## config.mk

```make
export PLATFORM = sky130hd
export DESIGN_NAME = pwm_dither_dac
export DESIGN_NICKNAME = d
export VERILOG_FILES = /design/src/rtl/pdac_pkg.sv /design/src/rtl/pdac_timebase.sv /design/src/rtl/pdac_shadow.sv /design/src/rtl/pdac_compare.sv /design/src/rtl/pwm_dither_dac.sv
export SDC_FILE = /design/constraint.sdc
export NUM_CORES = 1
export LEC_CHECK = 0
export BUFFER_PORTS_ARGS = -buffer_cell sky130_fd_sc_hd__buf_2
export CORE_ASPECT_RATIO = 1.4
export CORE_MARGIN = 10
export CORE_UTILIZATION = 50
export CTS_CLUSTER_SIZE = 40
export DETAILED_ROUTE_END_ITERATION = 10
export GPL_ROUTABILITY_DRIVEN = 0
export GPL_TIMING_DRIVEN = 0
export PLACE_DENSITY_LB_ADDON = 0.25
export SLEW_MARGIN = 20
export SYNTH_ARGS = -nofsm -noshare
export SYNTH_HDL_FRONTEND = slang
export SYNTH_SLANG_ARGS = --single-unit
```

## constraint.sdc

```tcl
create_clock -name clk -period 3.81 [get_ports clk]
set_input_delay 0.1905 -clock clk [delete_from_list [all_inputs] [get_ports clk]]
set_output_delay 0.1905 -clock clk [all_outputs]
set_load 0.05 [all_outputs]
```

## src/rtl/pdac_pkg.sv

```systemverilog
// Package: default sizes shared by the dithered PWM DAC modules.
// Assumes: the dither word has one bit per period of a sequence.
package pdac_pkg;
    localparam int unsigned POS_W_DEF = 8;   // bits of the in-period position
    localparam int unsigned IDX_W_DEF = 4;   // bits of the period index
endpackage

```

## src/rtl/pdac_timebase.sv

```systemverilog
// Module: pdac_timebase
// Runs the in-period position counter and the period index.
// Flags the final clock of a sequence, which is the last position of the
// last period.
// Assumes: free-running after reset; the widths give power-of-two lengths.
module pdac_timebase #(
    parameter int unsigned POS_W = 8,
    parameter int unsigned IDX_W = 4
) (
    input  logic             clk,
    input  logic             rst_n,
    output logic [POS_W-1:0] pos,
    output logic [IDX_W-1:0] idx,
    output logic             seq_last
);
    logic period_last;

    assign period_last = &pos;
    assign seq_last    = period_last & (&idx);

    // Advance the position every clock, and the index at each period end.
    always_ff @(posedge clk) begin
        if (!rst_n) begin
            pos <= '0;
            idx <= '0;
        end else begin
            pos <= pos + 1'b1;
            if (period_last) begin
                idx <= idx + 1'b1;
            end
        end
    end

    // the index advances by exactly one when a period ends mid-sequence
    p_idx_step_r4: assert property (@(posedge clk) disable iff (!rst_n)
        (period_last && !(&idx)) |=> (idx == $past(idx) + 1'b1));
    // the index wraps to zero when a sequence ends
    p_idx_wrap_r4: assert property (@(posedge clk) disable iff (!rst_n)
        seq_last |=> (idx == '0 && pos == '0));
    // the index stays put inside a period
    p_idx_hold_r4: assert property (@(posedge clk) disable iff (!rst_n)
        !period_last |=> $stable(idx));
endmodule

```

## src/rtl/pdac_shadow.sv

```systemverilog
// Module: pdac_shadow
// Holds the level and dither word that are in force. It reloads them from
// the inputs only on the load strobe, which marks the end of a sequence.
// Assumes: the inputs are synchronous to clk.
module pdac_shadow #(
    parameter int unsigned DUTY_W = 8,
    parameter int unsigned MASK_W = 16
) (
    input  logic              clk,
    input  logic              rst_n,
    input  logic              load,
    input  logic [DUTY_W-1:0] duty_in,
    input  logic [MASK_W-1:0] mask_in,
    output logic [DUTY_W-1:0] act_duty,
    output logic [MASK_W-1:0] act_mask
);
    // Capture a new setting at the sequence boundary only.
    always_ff @(posedge clk) begin
        if (!rst_n) begin
            act_duty <= '0;
            act_mask <= '0;
        end else if (load) begin
            act_duty <= duty_in;
            act_mask <= mask_in;
        end
    end

    // no change of the applied setting away from the boundary
    p_hold_r6: assert property (@(posedge clk) disable iff (!rst_n)
        !load |=> ($stable(act_duty) && $stable(act_mask)));
    // the boundary takes the values that were present on the inputs
    p_load_r6: assert property (@(posedge clk) disable iff (!rst_n)
        load |=> (act_duty == $past(duty_in) && act_mask == $past(mask_in)));
endmodule

```

## src/rtl/pdac_compare.sv

```systemverilog
// Module: pdac_compare
// Forms the period's effective level, which is the level plus its dither
// bit, one bit wider so that 255+1 reaches a full period. It then registers
// the position-below-level comparison onto the output pin.
// Assumes: pos and idx come from pdac_timebase.
module pdac_compare #(
    parameter int unsigned POS_W = 8,
    parameter int unsigned IDX_W = 4,
    localparam int unsigned MASK_W = 1 << IDX_W
) (
    input  logic              clk,
    input  logic              rst_n,
    input  logic [POS_W-1:0]  pos,
    input  logic [IDX_W-1:0]  idx,
    input  logic [POS_W-1:0]  act_duty,
    input  logic [MASK_W-1:0] act_mask,
    output logic              pwm
);
    logic [POS_W:0] eff;

    // Effective level of the current period.
    always_comb begin
        eff = {1'b0, act_duty} + {{POS_W{1'b0}}, act_mask[idx]};
    end

    // Register the comparison so that the pin is free of glitches.
    always_ff @(posedge clk) begin
        if (!rst_n) begin
            pwm <= 1'b0;
        end else begin
            pwm <= ({1'b0, pos} < eff);
        end
    end

    // a full-scale effective level drives the pin high
    p_full_r5: assert property (@(posedge clk) disable iff (!rst_n)
        eff[POS_W] |=> pwm);
    // a zero effective level keeps the pin low
    p_zero_r5: assert property (@(posedge clk) disable iff (!rst_n)
        (eff == '0) |=> !pwm);
    // every nonzero period starts high
    p_start_high_r2: assert property (@(posedge clk) disable iff (!rst_n)
        (pos == '0 && eff != '0) |=> pwm);
endmodule

```

## src/rtl/pwm_dither_dac.sv

```systemverilog
// Module: pwm_dither_dac
// Single-bit PWM DAC with a 16-period dither sequence. It ties together the
// timebase, the setting shadow and the comparator.
// Assumes: synchronous active-low reset; inputs synchronous to clk.
module pwm_dither_dac
    import pdac_pkg::*;
#(
    parameter int unsigned POS_W = POS_W_DEF,
    parameter int unsigned IDX_W = IDX_W_DEF,
    localparam int unsigned MASK_W = 1 << IDX_W
) (
    input  logic              clk,
    input  logic              rst_n,
    input  logic [POS_W-1:0]  duty_i,
    input  logic [MASK_W-1:0] mask_i,
    output logic              pwm_o
);
    logic [POS_W-1:0]  pos;
    logic [IDX_W-1:0]  idx;
    logic              seq_last;
    logic [POS_W-1:0]  act_duty;
    logic [MASK_W-1:0] act_mask;

    pdac_timebase #(.POS_W(POS_W), .IDX_W(IDX_W)) u_timebase (
        .clk      (clk),
        .rst_n    (rst_n),
        .pos      (pos),
        .idx      (idx),
        .seq_last (seq_last)
    );

    pdac_shadow #(.DUTY_W(POS_W), .MASK_W(MASK_W)) u_shadow (
        .clk      (clk),
        .rst_n    (rst_n),
        .load     (seq_last),
        .duty_in  (duty_i),
        .mask_in  (mask_i),
        .act_duty (act_duty),
        .act_mask (act_mask)
    );

    pdac_compare #(.POS_W(POS_W), .IDX_W(IDX_W)) u_compare (
        .clk      (clk),
        .rst_n    (rst_n),
        .pos      (pos),
        .idx      (idx),
        .act_duty (act_duty),
        .act_mask (act_mask),
        .pwm      (pwm_o)
    );
endmodule

```

---- Word level (Yosys, flattened, before mapping) ----
Index checks and enable logic that the tools add are counted.
word-level totals
  register bits ........................... 37
  input bits .............................. 26
  output and inout bits ................... 1
  word-level logic and storage cells ...... 15
cells by class
  add/sub/neg operators ................... 3
  order comparisons ....................... 2
  mux-type cells .......................... 2
  bitwise operators ....................... 1
  reductions and logical operators ........ 2
operators with widths
  kind                 count
  $add 8x1->9          1
  $lt 8x9->1           1
  $add 8x1->8 const B  1
  $reduce_and 8->1     1
  $lt 4x5->1 const B   1
  $add 4x1->4 const B  1
  $bmux 1 s4           1
  $reduce_and 4->1     1
  $and 1x1->1          1
  $mux 1               1

---- Logic depth before layout (Yosys ltp) ----
Gate-level depths: netlist of run 1.
  word-level depth ........................ 4
  depth in mapped cells ................... 14
  depth with buffers taken out ............ 13

---- Cells and area by module ----
From an unflattened synthesis of run 1, not the netlist that was laid out.
second synthesis, totals
  cells, all modules ...................... 177
  area total of the unflattened synthesis .. 1888.1 um^2
modules (own cells, without submodules)
  module         times used  cells an instance  area an instance (um^2)  sequential area each (um^2)
  pdac_shadow    1           77                 929.6                    480.5
  pdac_timebase  1           58                 513.0                    240.2
  pdac_compare   1           42                 445.4                    20.0

---- Worst setup path before layout of run 1 ----
OpenSTA, ideal clock, no wires.
  path kind ............................... flip-flop to flip-flop
  start point ............................. register u_timebase.idx[0]
  end point ............................... register u_compare.pwm
  library setup time ...................... 0.070 ns
  arrival ................................. 2.823 ns
  required time ........................... 3.740 ns
  path slack .............................. 0.917 ns
  cell stages (with the launch flop) ...... 14
  buffers on the path ..................... 1
  clock period less this slack ............ 2.893 ns
  path through ............................ dfxtp_1 buf_2 mux4_2 nor2b_1 a211oi_1 a21oi_1 ha_1 ha_1 nand2_1 nor2_1 xnor2_1 ha_1 a2111oi_0 o2bb2ai_1
between the ends
  cells in the longest elaborated chain, start to end .. 4
ends and longest elaborated chain
  element                       RTL line             text
  start, declared               pdac_timebase.sv:13  output logic [IDX_W-1:0] idx,
  start signal, assigned        pdac_timebase.sv:29  idx <= idx + 1'b1;
  $bmux 1 s4                    pdac_compare.sv:23   eff = {1'b0, act_duty} + {{POS_W{1'b0}}, act_mask[idx]};
  $mux 1 (implied by the code)  pdac_compare.sv:23
  $add 8x1->9                   pdac_compare.sv:23
  $lt 8x9->1                    pdac_compare.sv:31   pwm <= ({1'b0, pos} < eff);
  end signal, assigned          pdac_compare.sv:31
  end, declared                 pdac_compare.sv:17   output logic pwm
No other way between the ends. The select of a mux whose other input is x is not followed.
A chain may end at the register's enable or synchronous reset.

---- Worst setup path after layout of run 1 ----
Same ends and word-level chain as after synthesis.

==> metrics list, run 1 <==
* Number of sinks on the clock net: 37
* Critical path peak fanout: 6
* Post-Place Worst Slack: 571.8 ps
* Hold Worst Slack: 106.7 ps
- Ranked by instance count, the synthesized netlist is headed by sky130_fd_sc_hd__dfxtp_1, sky130_fd_sc_hd__nand3_1, sky130_fd_sc_hd__nand2_1, sky130_fd_sc_hd__o21ai_0.
* Post-synthesis cell area: 1851 sq um
* Hold endpoint: u_shadow.act_mask[9]$_SDFFE_PN0P_
- Width of the die: 71.42 um
- The later pin in the worst-skew pair is clocked with a latency of 290 ps.
- CP cell instances: buf_2, mux4_2, nor2b_1, a211oi_1, a21oi_1, ha_1, ha_1, nand3_1, xor2_1, ha_1, a211oi_1, o21ai_0, o2111ai_1, o2bb2ai_1
- The tool flagged a number of max-cap violations equal to 0.
* Post-synthesis net count: 245
* Pin count of the biggest net entering global routing: 12
* Cell type contributing the most total cell area after synthesis: sky130_fd_sc_hd__dfxtp_1
* Path type of the worst setup path: reg2reg
- Drt wl/cell: 13.85 um
- For this design the ratio of total power to cell area is 347.7 nW/um^2.
- The post-route netlist has 19.58% of its cells at a drive strength greater than 1.
- Topmost layer with routed signal wires: met4
- Worst Min Path Start: mask_i[9]
- Final routed DRC violation total: 0
- The clock tree synthesis step divided the H-tree into 2 levels.
- The number of antenna violations at the first check in global routing is 0.
* Net count, final: 277
- Status: finished clean
- Of the synthesized area, sequential elements account for 40.03%.
- Setup Fix Bufs, Post-CTS: 0
- Die Outline Area: 6569 sq um
* Cts hold-fix bufs: 0
- Post-CTS repair changed the size of 0 cells.
- The number of clock buffers added by TritonCTS is 5.
- On the critical path, the stage with the largest delay is an instance of sky130_fd_sc_hd__mux4_2.
- The count of nets left with antenna violations once routing finished came out at 0.
* Max clock buf depth: 2
- Measured along the y axis, the die boundary spans 91.98 um.
- For this run, the top clock speed supported by timing is 309.5 MHz.
* Most frequent CP cell: sky130_fd_sc_hd__ha_1
- Number of enable-type register cells in the synthesized netlist: 0
- Post-route design area: 2130 sq um
- For this block, the routed nets add up to 3906 um of wire.
* Library cells used by synthesis: 36
- Setup repair after global routing left no endpoint under its margin.
* Final hold viol count: 0
* Largest stage delay, worst path: 510 ps
- The first global-routing pass estimated 6844 um of wire.
- Port Buffers: 25
- Final-report max-slew violation count: 0
- Min Tclk post-route: 3231 ps
- The number of antenna diodes in the final layout is 0.
- For the pin with the worst max-slew slack, the measured transition is 467.4 ps.
* Reg-to-reg startpoint: u_timebase.idx[0]$_SDFFE_PN0P_
- Number of global-route vias before repair: 1,535
- CP required: 4030 ps
- Setup violations remaining at the end of the flow were counted as 0.
- Leading cell types by total area after synthesis: sky130_fd_sc_hd__dfxtp_1, sky130_fd_sc_hd__nand3_1, sky130_fd_sc_hd__ha_1
* Share of async-settable or async-resettable flops after synthesis: 0%
- Met3 wire length: 181 um
- The first detailed-routing pass took 4 iterations.
- Clk Tree Root Cell: sky130_fd_sc_hd__clkbuf_8
* Placed inst area: 2028 sq um
- Fill count: 331
- After routing, the total negative slack on setup checks comes to 0 ps.
- The detailed router finished its first iteration with 71 violations.
- Overall fraction of global-route tracks in use: 12.51%
* Arrival time at the worst endpoint: 3450 ps
* Post-Route M1 WL: 1713 um
* Total buffers and inverters traversed by the critical path: 1
- Logic depth of the worst register-to-register path: 14
- During I/O placement, the number of pins put on the boundary was 27.
* Initial core utilization: 51.25%
- After floorplanning, the core was sized to cover 3611 sq um.
- Total vias in the final route: 1,514
- Summed over all nets, wire length on met2 after detailed routing comes to 1930 um.
- Path type of the worst min-delay path: in2reg
* Post-detail-place hpwl: 2989 um
* Detail-routed via count per cell: 5.369
- The worst pin sits at a relative slew slack of 68.84%.
- Most used standard cell by instance count after synthesis: sky130_fd_sc_hd__dfxtp_1
* Cell count after synthesis: 207
* Layout Utilization: 58.97%
* Worst Hold Path Cells: 3
- Dividing the synthesized area by the synthesized cell count gives 8.940 sq um.
- The worst setup path is launched from a register.
* R2R Setup Slk: 580 ps
* Cell type group with the largest total delay on the critical path: compound AO/OA/AOI/OAI gates
* Static leakage power: 0.0008148 uW
- The Yosys step of the flow raised 0 warnings.
- Clock skew on the completed layout was measured at 4.529 ps.
* Worst Setup Slack, final: 578.6 ps
* CTS tree: built
- # rows: 26
* IR drop worst, VDD: 283.5 uV
* Post-route clock period utilization: 84.81%
- Reg-to-reg endpoint: u_compare.pwm$_SDFF_PN0_
- Leading register cell type out of synthesis: sky130_fd_sc_hd__dfxtp_1
- The area growth from synthesis to layout is 15.08%.
- Clock-pin slew was measured on the worst setup and hold paths at 70 ps.
* Top-area cell type share of the netlist area: 40.03%
* Total congestion overflow after global routing: 0
- Counting flops and latches in the post-synthesis netlist gives 37.
- Category of the worst setup path capture point: register
power breakdown:
group	total, uW	switching (uW)	internal [uW]	leakage [uW]
Combinational	42.3	23.7	18.7	0.000462
Clock	303	140	163	0.0000542
Sequential	395	4.71	390	0.000299
Total	740	168	572	0.000815
final cells by class:
cell class                 instances  area (sq um)  area share [%]
buffer                            14         102.6           4.818
clock buffer                       7         96.34           4.524
clock inverter                     1         5.005          0.2350
inverter                           2         7.507          0.3525
multi-input combinational        154         999.7           46.94
sequential                        37         740.7           34.78
tap                               42         52.55           2.468
timing repair buffer              25         125.1           5.875
tightest hold or removal path: stages:
cell and delay [ps]:
sky130_fd_sc_hd__buf_2 80, sky130_fd_sc_hd__nand3_1 50, sky130_fd_sc_hd__o21ai_0 60
kinds of logic after synthesis:
logic type / count (synthesis) / synth area share [%]
fa+ha+maj: 12 / 8.113
simple gates: 86 / 22.45
xor+xnor: 13 / 6.153
flops: 37 / 40.03
buf+inv: 16 / 5.950
mux: 7 / 6.491
compound gates: 36 / 10.82
routing by layer:
layer | global-route usage, % | vias to the layer above
li1 | - | 786
met1 | 13.68 | 692
met4 | 5.825 | 0
met3 | 3.991 | 7
met5 | 0 | -
met2 | 21.17 | 29
metrics by stage:
step                      std cells  total power (uW)
after floorplan                 207             426.0
after global placement          274             445.4
after detailed placement        274             446.4
after CTS                       282             750.6
after global routing            282             766.7
final                           282             740.5
how the worst max path moves through the flow:
stage | start | endpoint | slack, ps | depth (start not counted)
floorplan | u_timebase.idx[0]$_SDFFE_PN0P_ | u_compare.pwm$_SDFF_PN0_ | 920 | 13
global placement | u_timebase.idx[0]$_SDFFE_PN0P_ | u_compare.pwm$_SDFF_PN0_ | 620 | 14
detailed placement | u_timebase.idx[0]$_SDFFE_PN0P_ | u_compare.pwm$_SDFF_PN0_ | 570 | 14
CTS | u_timebase.idx[0]$_SDFFE_PN0P_ | u_compare.pwm$_SDFF_PN0_ | 540 | 14
global route | u_timebase.idx[0]$_SDFFE_PN0P_ | u_compare.pwm$_SDFF_PN0_ | 270 | 14
finish | u_timebase.idx[0]$_SDFFE_PN0P_ | u_compare.pwm$_SDFF_PN0_ | 580 | 14
flip-flops by register name, summed over array words and instances (netlist names):
name and count:
u_timebase.pos 8, u_shadow.act_duty 8, u_compare.pwm 1, u_timebase.idx 4, u_shadow.act_mask 16
layout by cell type (no fill, tap or decap), types with 2 or more instances in the layout:
cell type                  synthesis  final
sky130_fd_sc_hd__inv_1             2      2
sky130_fd_sc_hd__xnor2_1           8      8
sky130_fd_sc_hd__ha_1             12     12
sky130_fd_sc_hd__xor2_1            5      5
sky130_fd_sc_hd__mux2i_1           3      3
sky130_fd_sc_hd__o21ai_0          18     18
sky130_fd_sc_hd__clkbuf_1          6      6
sky130_fd_sc_hd__nand2_1          31     31
sky130_fd_sc_hd__clkbuf_2          2      2
sky130_fd_sc_hd__nand3_1          32     32
sky130_fd_sc_hd__o21ai_1           9      9
sky130_fd_sc_hd__nor3_1            2      2
sky130_fd_sc_hd__buf_6             2      2
sky130_fd_sc_hd__buf_2             1     26
sky130_fd_sc_hd__a211oi_1          2      2
sky130_fd_sc_hd__clkbuf_8          0      7
sky130_fd_sc_hd__a21oi_1           2      2
sky130_fd_sc_hd__nor2_1           12     12
sky130_fd_sc_hd__mux4_2            4      4
sky130_fd_sc_hd__dfxtp_1          37     37
Note: power is estimated with default switching activity, not from simulation.
==> inputs of run 2 (changes only) <==
==> constraint.sdc (replaced) <==
create_clock -name clk -period 2.94 [get_ports clk]
set_input_delay 0.147 -clock clk [delete_from_list [all_inputs] [get_ports clk]]
set_output_delay 0.147 -clock clk [all_outputs]
set_load 0.05 [all_outputs]
==> run 2 against run 1 <==
  * Sequential cell count unchanged
  * Cell count grew 1.1%
  * Total power grew 30%
  * Highest routed layer unchanged
==> metrics list, run 2 (synthesized netlist as in run 1, its figures left out) <==
- The floorplan has 26 rows.
- Across the run, the number of max-cap violations was 0.
* Category of the worst setup path capture point: register
* Worst Max-Slew Pin Slew: 476.0 ps
- The tightest min-delay check is of the in2reg type.
- The count of final max-slew check failures came to 0.
* Path type of the worst setup path: reg2reg
* Max clock buf depth: 2
- Most common library cell in the layout ignoring fill and taps: sky130_fd_sc_hd__dfxtp_1
- Share of total power in combinational logic: 5.9%
- IR drop worst, VDD: 365.6 uV
- The post-route netlist has 25.10% of its cells at a drive strength greater than 1.
* CTS tree: built
- In this run the number of H-tree levels came out at 2.
* Number of sinks on the clock net: 37
* Total vias in the final route: 1,541
- The analysis attributes to cell leakage a power of 0.0008349 uW.
- The floorplan step defined a core boundary enclosing 3611 sq um.
* Arrival time at the worst endpoint: 3120 ps
* Wire length of the first global-routing pass: 7017 um
* Switching Fraction: 22.91%
- RSZ-0062 raised after global routing: yes
- The number of global-route vias before repair came to 1,575.
- Of all nets on the critical path, the largest fanout is 4.
* Insertion delay of the later-clocked pin in the worst-skew pair: 300 ps
- Sum of negative setup slack: 0 ps
- Power per cell area: 430.8 nW/um^2
- The flow ran to the end, and the final reports show no timing, DRC or antenna violations.
- The count of nets left with antenna violations once routing finished came out at 0.
- After detailed routing, the number of remaining DRC violations is 0.
* Total length of routed wires: 4147 um
* Proportion of power drawn by flip-flops and latches: 53.1%
- For this run, the detailed router's first-pass iteration total came to 4.
- 0 antenna diodes ended up in the layout.
- Pin count of the biggest net entering global routing: 12
* Total congestion overflow after global routing: 0
* Port Buffers: 25
- The analysis attributes to net switching a power of 220.8 uW.
- Between clock sinks in the finished design, the worst skew comes to 4.029 ps.
- Drt wl/cell: 14.55 um
- In the final design database the tool counted 280 nets.
- Clock Power Share: 41.0%
* Detail-routed via count per cell: 5.407
- STA classifies the critical path startpoint as a register.
- Cell internal power was estimated by the tool at 743.0 uW.
- Final hold viol count: 0
- Clk Tree Root Cell: sky130_fd_sc_hd__clkbuf_8
- In this run, placement finished with an instance count of 274.
* Fmax achieved: 344.8 MHz
* Area growth from synthesis to layout: 20.89%
- Number of buffers inserted during clock tree synthesis: 5
- The register with the most flip-flops in the layout has 16 of them.
- CP required: 3160 ps
* Register containing the most flip-flops in the final layout: u_shadow.act_mask
* Post-detail-place hpwl: 2989 um
- The top cell types in the final layout, fill and taps aside, are sky130_fd_sc_hd__dfxtp_1, sky130_fd_sc_hd__nand3_1, sky130_fd_sc_hd__nand2_1.
- Setup violations remaining at the end of the flow were counted as 0.
- Clock-pin slew was measured on the worst setup and hold paths at 70 ps.
- Initial core utilization: 51.25%
- Max-slew headroom: 68.27%
* Antenna violations before repair: 0
* Min Tclk post-route: 2900 ps
- The largest registers in the layout are u_shadow.act_mask x16, u_shadow.act_duty x8, u_timebase.pos x8.
- Number of top-level pins: 27
- Die Outline Area: 6569 sq um
* Number of design-rule violations left by the first detailed-router iteration: 105
* Overall fraction of global-route tracks in use: 12.83%
- From bottom edge to top edge, the die measures 91.98 um.
- After layout, the worst path uses 98.65% of the clock period.
- The finished layout holds 285 standard cells, fillers aside.
* Width of the die: 71.42 um
[run 2: per-stage QoR]
step | cell area (sq um) | worst slack [ps] | total power [uW] | util [%] | hold slack (ps)
final | 2237 | 39.55 | 963.8 | 61.95 | 63.63
after global placement | 2028 | -254.4 | 577.2 | 56.17 | 362.2
after floorplan | 1851 | 46.70 | 552.1 | - | 277.4
after global routing | 2237 | -101.5 | 995.9 | 61.95 | 77.72
after CTS | 2195 | 2.694 | 974.1 | 60.78 | 54.27
after detailed placement | 2028 | -298.2 | 578.5 | 56.17 | 368.2
[run 2: path summary, 6_finish.rpt]
check                                          from                           endpoint  slack [ps]  cells past startpoint
setup / recovery     u_timebase.idx[0]$_SDFFE_PN0P_           u_compare.pwm$_SDFF_PN0_          40                     13
hold / removal                            mask_i[9]  u_shadow.act_mask[9]$_SDFFE_PN0P_          60                      3
setup reg to reg     u_timebase.idx[0]$_SDFFE_PN0P_           u_compare.pwm$_SDFF_PN0_          40                     13
hold reg to reg   u_shadow.act_mask[2]$_SDFFE_PN0P_  u_shadow.act_mask[2]$_SDFFE_PN0P_         450                      2
[run 2: critical path, cell delays in order, from the launching register on]
cell	delay (ps)
sky130_fd_sc_hd__dfxtp_2	340
sky130_fd_sc_hd__buf_6	120
sky130_fd_sc_hd__mux4_2	500
sky130_fd_sc_hd__nor2b_4	150
sky130_fd_sc_hd__a211oi_2	230
sky130_fd_sc_hd__a21oi_2	70
sky130_fd_sc_hd__ha_2	210
sky130_fd_sc_hd__ha_4	170
sky130_fd_sc_hd__nand2_2	70
sky130_fd_sc_hd__nor2_2	40
sky130_fd_sc_hd__xnor2_1	120
sky130_fd_sc_hd__ha_1	340
sky130_fd_sc_hd__a2111oi_4	290
sky130_fd_sc_hd__o2bb2ai_1	160
[run 2: power by group through the flow]
| stage | sequential [uW] | clock [uW] | combinational [uW] |
|---|---|---|---|
| global route | 512 | 420 | 64.0 |
| finish | 512 | 395 | 57.2 |
| global placement | 523 | 0 | 54.3 |
| detailed placement | 523 | 0 | 55.3 |
| floorplan | 526 | 0 | 26.0 |
| CTS | 511 | 406 | 56.9 |
[run 2: cell type report]
cell class                 instances  area (sq um)
buffer                            14         108.9
tap                               42         52.55
clock buffer                       7         96.34
sequential                        37         742.0
fill                             319          1374
inverter                           2         7.507
multi-input combinational        154          1065
timing repair buffer              28         160.2
clock inverter                     1         5.005
[run 2: metal layers]
metal | routed length, um | global-route usage [%]
met5 | 0 | 0
met2 | 2122 | 21.98
met1 | 1790 | 13.93
met4 | 75 | 5.825
met3 | 158 | 3.991
[run 2: repair_timing]
| action | CTS | global route |
|---|---|---|
| buffers inserted | 3 | 0 |
| cloned | 0 | 0 |
| gates resized for setup | 10 | 8 |
| pin swaps | 2 | 9 |
| hold buffers | 0 | 0 |
| setup endpoints to repair | 1 | 1 |
==> inputs of run 3 (changes only) <==
--- a/config.mk
+++ b/config.mk
@@ -13,7 +13,7 @@
 export DETAILED_ROUTE_END_ITERATION = 10
 export GPL_ROUTABILITY_DRIVEN = 0
 export GPL_TIMING_DRIVEN = 0
-export PLACE_DENSITY_LB_ADDON = 0.25
+export PLACE_DENSITY = 0.74
 export SLEW_MARGIN = 20
 export SYNTH_ARGS = -nofsm -noshare
 export SYNTH_HDL_FRONTEND = slang
==> run 3 against run 2 <==
  * Sequential cell count unchanged
  * Worst hold slack improved by 2.7 ps
  * Clock skew increased by 2.0 ps
  * Sequential power about the same
  * Global-route usage is 0.44 points lower
==> metrics list, run 3 (synthesized netlist as in run 1, its figures left out) <==
* Wire length of the first global-routing pass: 6789 um
- In this run, the clock network consumes 37.6% of the power.
- Status: finished clean
- The die is 91.98 um tall.
* Arrival time at the worst endpoint: 3000 ps
- The smallest clock period supported by the final layout is computed as 2784 ps.
* Share of total power in combinational logic: 6.2%
- The analysis attributes to net switching a power of 214.4 uW.
* Core ar.: 3611 sq um
* Final hold viol count: 0
- Post-route clock period utilization: 94.70%
* Fill count: 313
- The number of antenna violations at the first check in global routing was 0.
* IR drop worst, VDD: 327.3 uV
* Path type of the worst min-delay path: in2reg
- Die Outline Area: 6569 sq um
* Worst setup path endpoint: u_compare.pwm$_SDFF_PN0_
* Most common library cell in the layout ignoring fill and taps: sky130_fd_sc_hd__dfxtp_1
- Post-route design area: 2181 sq um
* Clk slew on worst S/H paths: 70 ps
* RSZ-0062 raised after global routing: no
* CP startpoint: u_timebase.idx[0]$_SDFFE_PN0P_
- Fmax achieved: 359.2 MHz
- Max-cap violations in this run came to 0.
- Setup violations remaining at the end of the flow were counted as 0.
- Max-slew headroom: 69.02%
* Number of levels the H-tree was split into: 2
- Met3 wire length: 134 um
- Clock latency on the worst-skew pair, taken at its later pin, is 290 ps.
* Total vias in the final route: 1,531
- In this run, flip-flops and latches consume 56.2% of the power.
* Sum of negative setup slack: 0 ps
* Total congestion overflow after global routing: 0
* Pin count of the biggest net entering global routing: 12
- Final routed DRC violation total: 0
- Switching Fraction: 23.59%
- The routed design uses 2001 um of met2 wire.
* Net count, final: 280
- Total length of routed wires: 3834 um
- STA classifies the critical path endpoint as a register.
- For the pin with the worst max-slew slack, the measured transition is 464.6 ps.
* CP required: 3160 ps
* Cts hold-fix bufs: 0
- Commonest cells after routing, fill and taps aside: sky130_fd_sc_hd__dfxtp_1, sky130_fd_sc_hd__nand2_1, sky130_fd_sc_hd__nand3_1
- Critical path peak fanout: 5
- Measured in cells, the most critical reg-to-reg path has a length of 13.
- Port Buffers: 25
- Largest registers: u_shadow.act_mask x16, u_shadow.act_duty x8, u_timebase.pos x8
- More flip-flops sit in one register than any other, and that register is u_shadow.act_mask.
- In this run the cell area measured after placement is 2028 sq um.
* Number of design-rule violations left by the first detailed-router iteration: 93
- DR pass1 iterations: 4
- Number of global-route vias before repair: 1,549
- In this run the static leakage power is 0.0008196 uW.
* Number of flip-flops in the largest register: 16
* Layout Skew: 6.035 ps
- Path type of the worst setup path: reg2reg
- Across all register-to-register paths, the minimum setup slack is 160 ps.
* Detail-routed via count per cell: 5.372
* Initial core utilization: 51.25%
* Reg-to-reg endpoint: u_compare.pwm$_SDFF_PN0_
* # rows: 26
- The longest clock path from root to sink contains 2 buffers.
- From synthesis to final layout, the design area changed by 17.85%.
* Final-report max-slew violation count: 0
- The clock net in this run drives a total of 37 sinks.
* Post-Route M1 WL: 1626 um
- The wire-length estimate of the detail-placed layout is 3011 um.
* Drt wl/cell: 13.45 um
* Cell internal pwr: 694.7 uW
- Pin placement for this block handled 27 I/O pins.
* Overall fraction of global-route tracks in use: 12.39%
- Layout Utilization: 60.39%
- TritonCTS built the clock tree.
- Antenna Diode Count: 0
- Width of the die: 71.42 um
* Number of buffers inserted during clock tree synthesis: 5
- Clock tree synthesis selected as its root buffer the cell sky130_fd_sc_hd__clkbuf_8.
- The worst setup path is launched from a register.
* Antenna Nets Post-Route: 0
* Reg-to-reg startpoint: u_timebase.idx[0]$_SDFFE_PN0P_
* Proportion of layout cells with a drive suffix above 1: 23.46%
- Dividing total power by cell area gives a power density of 416.9 nW/um^2.
- Topmost layer with routed signal wires: met4
[run 3: worst min path at each step]
stage / slack [ps] / endpoint / cells past startpoint / startpoint
final: 70 / u_shadow.act_duty[0]$_SDFFE_PN0P_ / 3 / duty_i[0]
after floorplan: 280 / u_shadow.act_duty[0]$_SDFFE_PN0P_ / 2 / duty_i[0]
after global routing: 70 / u_shadow.act_mask[15]$_SDFFE_PN0P_ / 3 / mask_i[15]
after global placement: 360 / u_shadow.act_mask[13]$_SDFFE_PN0P_ / 3 / mask_i[13]
after detailed placement: 370 / u_shadow.act_mask[10]$_SDFFE_PN0P_ / 3 / mask_i[10]
after CTS: 70 / u_shadow.act_duty[0]$_SDFFE_PN0P_ / 3 / duty_i[0]
[run 3: timing repair]
item,in CTS,in global routing
endpoints found under the setup margin,1,1
gates resized for setup,6,8
pin swaps,1,6
buffers inserted,2,2
cloned,0,0
[run 3: cell type report]
class | instances | area (sq um) | share of cell area, %
Buffer | 13 | 97.59 | 4.475
Clock buffer | 6 | 72.57 | 3.328
Clock inverter | 2 | 10.01 | 0.4590
Inverter | 2 | 7.507 | 0.3442
Multi-Input combinational cell | 154 | 1040 | 47.68
Sequential cell | 37 | 742.0 | 34.02
Tap cell | 42 | 52.55 | 2.410
Timing Repair Buffer | 29 | 158.9 | 7.286
[run 3: through the flow]
stage / instances / power [uW] / hold WS, ps / setup WS, ps
4_1_cts: 284 / 912.9 / 66.91 / 9.438
6_report: 285 / 909.2 / 66.36 / 155.9
5_1_grt: 285 / 942.4 / 67.42 / 9.130
3_5_place_dp: 274 / 578.6 / 368.3 / -216.0
2_1_floorplan: 207 / 552.1 / 277.4 / 46.70
3_3_place_gp: 274 / 577.0 / 360.2 / -225.3
[run 3: power groups by stage]
stage	combinational, uW	clock [uW]	sequential (uW)
after floorplan	26.0	0	526
after global placement	54.2	0	523
after detailed placement	55.5	0	523
after CTS	55.8	346	511
after global routing	62.0	369	512
final	56.0	342	511
[run 3: critical path: stages, from the launching register on]
cell	delay, ps
sky130_fd_sc_hd__dfxtp_2	400
sky130_fd_sc_hd__mux4_2	510
sky130_fd_sc_hd__nor2b_1	160
sky130_fd_sc_hd__a211oi_2	190
sky130_fd_sc_hd__a21oi_2	70
sky130_fd_sc_hd__ha_2	200
sky130_fd_sc_hd__ha_4	170
sky130_fd_sc_hd__nand3_2	70
sky130_fd_sc_hd__xor2_1	150
sky130_fd_sc_hd__ha_1	280
sky130_fd_sc_hd__a211oi_2	190
sky130_fd_sc_hd__o21ai_1	90
sky130_fd_sc_hd__o2111ai_1	90
sky130_fd_sc_hd__o2bb2ai_1	140
[run 3: routing by layer]
| layer | vias to the layer above | global-route usage, % |
|---|---|---|
| met4 | 0 | 5.340 |
| met2 | 18 | 21.46 |
| li1 | 793 | - |
| met1 | 712 | 13.46 |
| met3 | 8 | 3.668 |
| met5 | - | 0 |
